==> src/rtl/absdoz_pkg.sv <==
package absdoz_pkg;

  typedef enum logic {
    OP_ABS = 1'b0,
    OP_DOZ = 1'b1
  } opKind_e;

  typedef struct packed {
    logic selAbs;
    logic selDoz;
    logic useImm;
    logic allowOv;
    logic recordCond;
  } ctrlStrobes_t;

endpackage

==> src/rtl/absdoz_ctrl.sv <==
module absdoz_ctrl
  import absdoz_pkg::*;
(
  input  logic         opSel,
  input  logic         immSel,
  input  logic         ovEnable,
  input  logic         recordEn,
  output ctrlStrobes_t strobes
);

  always_comb begin
    strobes            = '0;
    strobes.selAbs     = (opSel == OP_ABS);
    strobes.selDoz     = (opSel == OP_DOZ);
    // the immediate only matters for difference-or-zero
    strobes.useImm     = (opSel == OP_DOZ) && immSel;
    // only absolute value can overflow
    strobes.allowOv    = (opSel == OP_ABS) && ovEnable;
    strobes.recordCond = recordEn;
  end

endmodule

==> src/rtl/absdoz_datapath.sv <==
module absdoz_datapath
  import absdoz_pkg::*;
#(
  parameter int WIDTH     = 32,
  parameter int IMM_WIDTH = 16
) (
  input  ctrlStrobes_t       strobes,
  input  logic [WIDTH-1:0]   opA,
  input  logic [WIDTH-1:0]   opB,
  input  logic [IMM_WIDTH-1:0] immVal,
  output logic [WIDTH-1:0]   result,
  output logic               ovOut
);

  localparam int EXT_BITS = WIDTH - IMM_WIDTH;
  localparam logic [WIDTH-1:0] ONE_VAL = {{(WIDTH-1){1'b0}}, 1'b1};
  localparam logic [WIDTH-1:0] MIN_VAL = {1'b1, {(WIDTH-1){1'b0}}};

  logic [WIDTH-1:0] immExt;
  logic [WIDTH-1:0] secondOp;
  logic [WIDTH-1:0] absRes;
  logic [WIDTH-1:0] diffRes;
  logic [WIDTH-1:0] dozRes;
  logic             aIsMin;
  logic             aGreater;

  assign immExt   = {{EXT_BITS{immVal[IMM_WIDTH-1]}}, immVal};
  assign secondOp = strobes.useImm ? immExt : opB;

  // two's complement negation; the most negative value maps to itself
  assign absRes   = opA[WIDTH-1] ? (~opA + ONE_VAL) : opA;
  assign aIsMin   = (opA == MIN_VAL);

  assign aGreater = $signed(opA) > $signed(secondOp);
  assign diffRes  = ~opA + secondOp + ONE_VAL;
  assign dozRes   = aGreater ? '0 : diffRes;

  always_comb begin
    result = '0;
    if (strobes.selAbs) result = absRes;
    else if (strobes.selDoz) result = dozRes;
  end

  assign ovOut = strobes.allowOv && aIsMin;

endmodule

==> src/rtl/absdoz_cond.sv <==
module absdoz_cond #(
  parameter int WIDTH = 32
) (
  input  logic             clk,
  input  logic             rstN,
  input  logic [WIDTH-1:0] result,
  input  logic             ovNow,
  input  logic             recordCond,
  output logic [3:0]       condField
);

  logic stickyQ;
  logic resNeg;
  logic resZero;

  always_ff @(posedge clk or negedge rstN) begin
    if (!rstN) stickyQ <= 1'b0;
    else       stickyQ <= stickyQ | ovNow;
  end

  assign resNeg  = result[WIDTH-1];
  assign resZero = (result == '0);

  always_comb begin
    condField = 4'b0000;
    if (recordCond) begin
      condField[3] = resNeg;
      condField[2] = !resNeg && !resZero;
      condField[1] = resZero;
      condField[0] = stickyQ | ovNow;
    end
  end


  sticky_hold_chk: assert property (@(posedge clk) disable iff (!rstN)
    stickyQ |=> stickyQ);


  sticky_set_chk: assert property (@(posedge clk) disable iff (!rstN)
    ovNow |=> stickyQ);


  cond_onehot_chk: assert property (@(posedge clk) disable iff (!rstN)
    recordCond |-> ($countones(condField[3:1]) == 1));


  cond_quiet_chk: assert property (@(posedge clk) disable iff (!rstN)
    !recordCond |-> (condField == 4'b0000));

endmodule

==> src/rtl/absdoz_unit.sv <==
module absdoz_unit
  import absdoz_pkg::*;
#(
  parameter int WIDTH     = 32,
  parameter int IMM_WIDTH = 16
) (
  input  logic                 clk,
  input  logic                 rstN,
  input  logic                 opSel,
  input  logic [WIDTH-1:0]     opA,
  input  logic [WIDTH-1:0]     opB,
  input  logic [IMM_WIDTH-1:0] immVal,
  input  logic                 immSel,
  input  logic                 ovEnable,
  input  logic                 recordEn,
  output logic [WIDTH-1:0]     result,
  output logic                 ovOut,
  output logic [3:0]           condField
);

  localparam logic [WIDTH-1:0] MIN_VAL = {1'b1, {(WIDTH-1){1'b0}}};

  ctrlStrobes_t strobes;

  absdoz_ctrl u_ctrl (
    .opSel    (opSel),
    .immSel   (immSel),
    .ovEnable (ovEnable),
    .recordEn (recordEn),
    .strobes  (strobes)
  );

  absdoz_datapath #(
    .WIDTH     (WIDTH),
    .IMM_WIDTH (IMM_WIDTH)
  ) u_dp (
    .strobes (strobes),
    .opA     (opA),
    .opB     (opB),
    .immVal  (immVal),
    .result  (result),
    .ovOut   (ovOut)
  );

  absdoz_cond #(
    .WIDTH (WIDTH)
  ) u_cond (
    .clk        (clk),
    .rstN       (rstN),
    .result     (result),
    .ovNow      (ovOut),
    .recordCond (recordEn),
    .condField  (condField)
  );


  ov_source_chk: assert property (@(posedge clk) disable iff (!rstN)
    ovOut |-> (opSel == OP_ABS && opA == MIN_VAL && ovEnable));


  abs_sign_chk: assert property (@(posedge clk) disable iff (!rstN)
    (opSel == OP_ABS && opA != MIN_VAL) |-> !result[WIDTH-1]);


  doz_zero_chk: assert property (@(posedge clk) disable iff (!rstN)
    (opSel == OP_DOZ && !immSel && $signed(opA) > $signed(opB)) |-> (result == '0));

endmodule

==> config.mk <==
export PLATFORM = sky130hd
export DESIGN_NAME = absdoz_unit
export DESIGN_NICKNAME = d
export VERILOG_FILES = /design/src/rtl/absdoz_pkg.sv /design/src/rtl/absdoz_ctrl.sv /design/src/rtl/absdoz_datapath.sv /design/src/rtl/absdoz_cond.sv /design/src/rtl/absdoz_unit.sv
export SDC_FILE = /design/constraint.sdc
export NUM_CORES = 1
export LEC_CHECK = 0
export BUFFER_PORTS_ARGS = -buffer_cell sky130_fd_sc_hd__buf_4
export CAP_MARGIN = 20
export CORE_ASPECT_RATIO = 0.5
export CORE_MARGIN = 2
export CORE_UTILIZATION = 57
export DETAILED_ROUTE_END_ITERATION = 7
export GPL_ROUTABILITY_DRIVEN = 0
export PLACE_DENSITY = 0.94
export RECOVER_POWER = 50
export SKIP_LAST_GASP = 1
export SYNTH_ARGS = -nofsm -noshare
export SYNTH_HDL_FRONTEND = slang
export SYNTH_SLANG_ARGS = --single-unit
==> constraint.sdc <==
create_clock -name clk -period 20.5 [get_ports clk]
set_input_delay 4.1 -clock clk [delete_from_list [all_inputs] [get_ports clk]]
set_output_delay 4.1 -clock clk [all_outputs]
set_load 0.02 [all_outputs]
==> impl_metrics.tcl <==
set metrics [dict create \
    final_common_cell "buf_4" \
    nNetsFinal 944 \
    setup_ws_ns 5.22 \
    slew_viol_final 50 \
    clkPwrFrac_pct 0 \
    synth_ff_type "dfrtp_1" \
    p_per_area_nw_per_um2 37.4 \
    yosysWarnings 0 \
    yosysUniqueCellTypes 73 \
    worst_pin_slew_ns 2.15 \
    synth_area_leaders "ha_1 18%, xnor2_1 7.5%, a21oi_1 6.5%" \
    antenna_found_initial 0 \
    cts_resized 0 \
    grtUsageTotal_pct 34.7 \
    seqPwrFrac_pct 1.0 \
    critPathKind "in2out" \
    fin_crit_ns 15.28 \
    die_w_um 131 \
    nFillCells 723 \
    layout-drive-gt1-share_pct 18.0 \
    synth-seq-cells 1 \
    syn_area_um2 4570 \
    seqCellArea_um2 25.0 \
    stdcell_area_um2 5430 \
    min_period_over_period_pct 74.5 \
    synth_nets 856 \
    setup_viol 0 \
    synth.largest_area_cell "ha_1" \
    ys_seq_area_share_pct 0.547 \
    core_um2 7890 \
    drt_iter0_markers 935 \
    skew_ns 0 \
    die_area_um2 8790 \
    hp-class "reg2reg" \
    reg.largest.list "u_cond.stickyQ (1)" \
    drc 28 \
    p_switching_w 0.000123 \
    regMostFlops "u_cond.stickyQ" \
    core.rowCount 23 \
    crit_fanout 49 \
    io_buffers 122 \
    maxSlewHeadroom_pct -43.6 \
    hold_viol 0 \
    fmax_mhz 65.4 \
    end_kind "output port" \
    post_cts_buffers 0 \
    status "complete, but fails checks" \
    critical_path_required_ns 16.40 \
    cts_hold_buf 0 \
    worst-endpoint-arrival_ns 11.18 \
    combPwrFrac_pct 99.0 \
    hold-worst-slack_ns 0.457 \
    clk_pin_slew_ns 0 \
    maxCapViolCount 1 \
    synth_area_per_cell_um2 6.48 \
    grt_pass1_wl_um 24700 \
    dieHeight_um 67.3 \
    ant_nets 0 \
    synthArstFlopShare_pct 100 \
    num_vias 5808 \
    largest_register_ffs 1 \
    multi_input_area_um2 4100 \
    ir_drop_mv 0.0206 \
    io_pins 123 \
    violations "design-rule violations, max-capacitance violations, max-slew violations" \
    swShare_pct 60.8 \
    avgRoutedWirePerCell_um 17.4 \
    vias_per_cell 6.43 \
    drtPass1Iterations 8 \
    area_growth_syn_to_layout_pct 18.9 \
    start_kind "input pin" \
    leakagePower_nw 2.62 \
    totalNegativeSetupSlack_ns 0 \
    place_area_um2 5490 \
    fin_util_pct 68.9 \
    yosysTopAreaCellShare_pct 17.5 \
    diodes 0 \
    grt_pass1_vias 5153 \
    dp_hpwl_um 12900 \
    overflow 0 \
    worst_skew_pair.late_latency_ns 0 \
    place_ws_ns 7.54 \
    layout_common_cells "110 x buf_4, 76 x inv_1, 70 x nand2_1" \
    intPower_w 0.0000796 \
    grt_max_degree 50 \
    initial_utilization_pct 58.0 \
    postRouteWirelength_um 15700 \
    synth-edff-count 0 \
    synth_cells 705 \
    rsz0062_at_grt "false" \
]
critical path: stages:
cell	delay, ns
clkbuf_1	1.51
nand2_1	0.89
clkbuf_1	0.63
mux2_1	0.51
inv_1	0.07
ha_1	0.18
fa_1	0.24
nand2b_1	0.16
a21oi_1	0.11
a221oi_1	0.92
o21ai_0	0.32
xnor2_1	0.28
nor3b_1	0.32
and4b_1	0.24
a31o_2	0.16
nand4b_1	0.13
and3_1	0.23
buf_4	0.16
path summary, 6_finish.rpt:
kind | slack [ns] | to | depth (start not counted) | start
max in group asynchronous | 16.52 | u_cond.stickyQ | 1 | rstN
setup / recovery | 5.22 | condField[2] | 18 | opSel
hold reg to reg | 0.46 | u_cond.stickyQ | 1 | u_cond.stickyQ
setup reg to reg | 19.72 | u_cond.stickyQ | 1 | u_cond.stickyQ
hold / removal | 0.46 | u_cond.stickyQ | 1 | u_cond.stickyQ
min in group asynchronous | 3.90 | u_cond.stickyQ | 1 | rstN
power groups by stage:
| stage | clock network (W) | registers [W] | logic (W) |
|---|---|---|---|
| 2_1_floorplan | 0 | 0.00000201 | 0.000131 |
| 3_3_place_gp | 0 | 0.00000201 | 0.000193 |
| 3_5_place_dp | 0 | 0.00000201 | 0.000197 |
| 4_1_cts | 0 | 0.00000201 | 0.000198 |
| 5_1_grt | 0 | 0.00000201 | 0.000215 |
| 6_report | 0 | 0.00000201 | 0.000201 |
cell usage after synthesis, drive strengths merged (7+ instances only):
cell type / instances
nor3: 25
a21oi: 59
xor2: 9
o21ai: 48
ha: 64
xnor2: 39
clkbuf: 31
o22ai: 11
a21o: 27
a31oi: 8
nand4: 19
nand2b: 7
a211oi: 10
inv: 76
mux2: 15
o31ai: 10
o211ai: 8
nor4: 7
o21bai: 7
nor2: 55
nand3: 13
nand2: 70
layout make-up:
class	instances	area share (%)
sequential	1	0.461
timing repair buffer	123	16.2
inverter	76	5.25
tap	112	2.58
multi-input combinational	591	75.5
cells by family after synthesis:
| family | after synthesis | share of synthesized area (%) |
|---|---|---|
| compound gates | 226 | 32.1 |
| mux | 20 | 4.79 |
| flops | 1 | 0.547 |
| fa+ha+maj | 65 | 18.0 |
| simple gates | 232 | 26.1 |
| buf+inv | 113 | 9.39 |
| xor+xnor | 48 | 9.20 |
per-stage QoR:
| step | power, W | cells |
|---|---|---|
| after global placement | 0.000195 | 903 |
| final | 0.000203 | 903 |
| after global routing | 0.000217 | 903 |
| after CTS | 0.000200 | 903 |
| after floorplan | 0.000133 | 705 |
| after detailed placement | 0.000199 | 903 |
per-layer routing:
layer / GRT usage (%) / wire length [um] / up-vias
met3: 6.26 / 1990 / 71
met2: 57.7 / 6770 / 413
met5: 0 / 0 / -
li1: - / - / 2712
met1: 46.2 / 6440 / 2612
met4: 10.4 / 538 / 0
(Power assumes the default switching activity.)
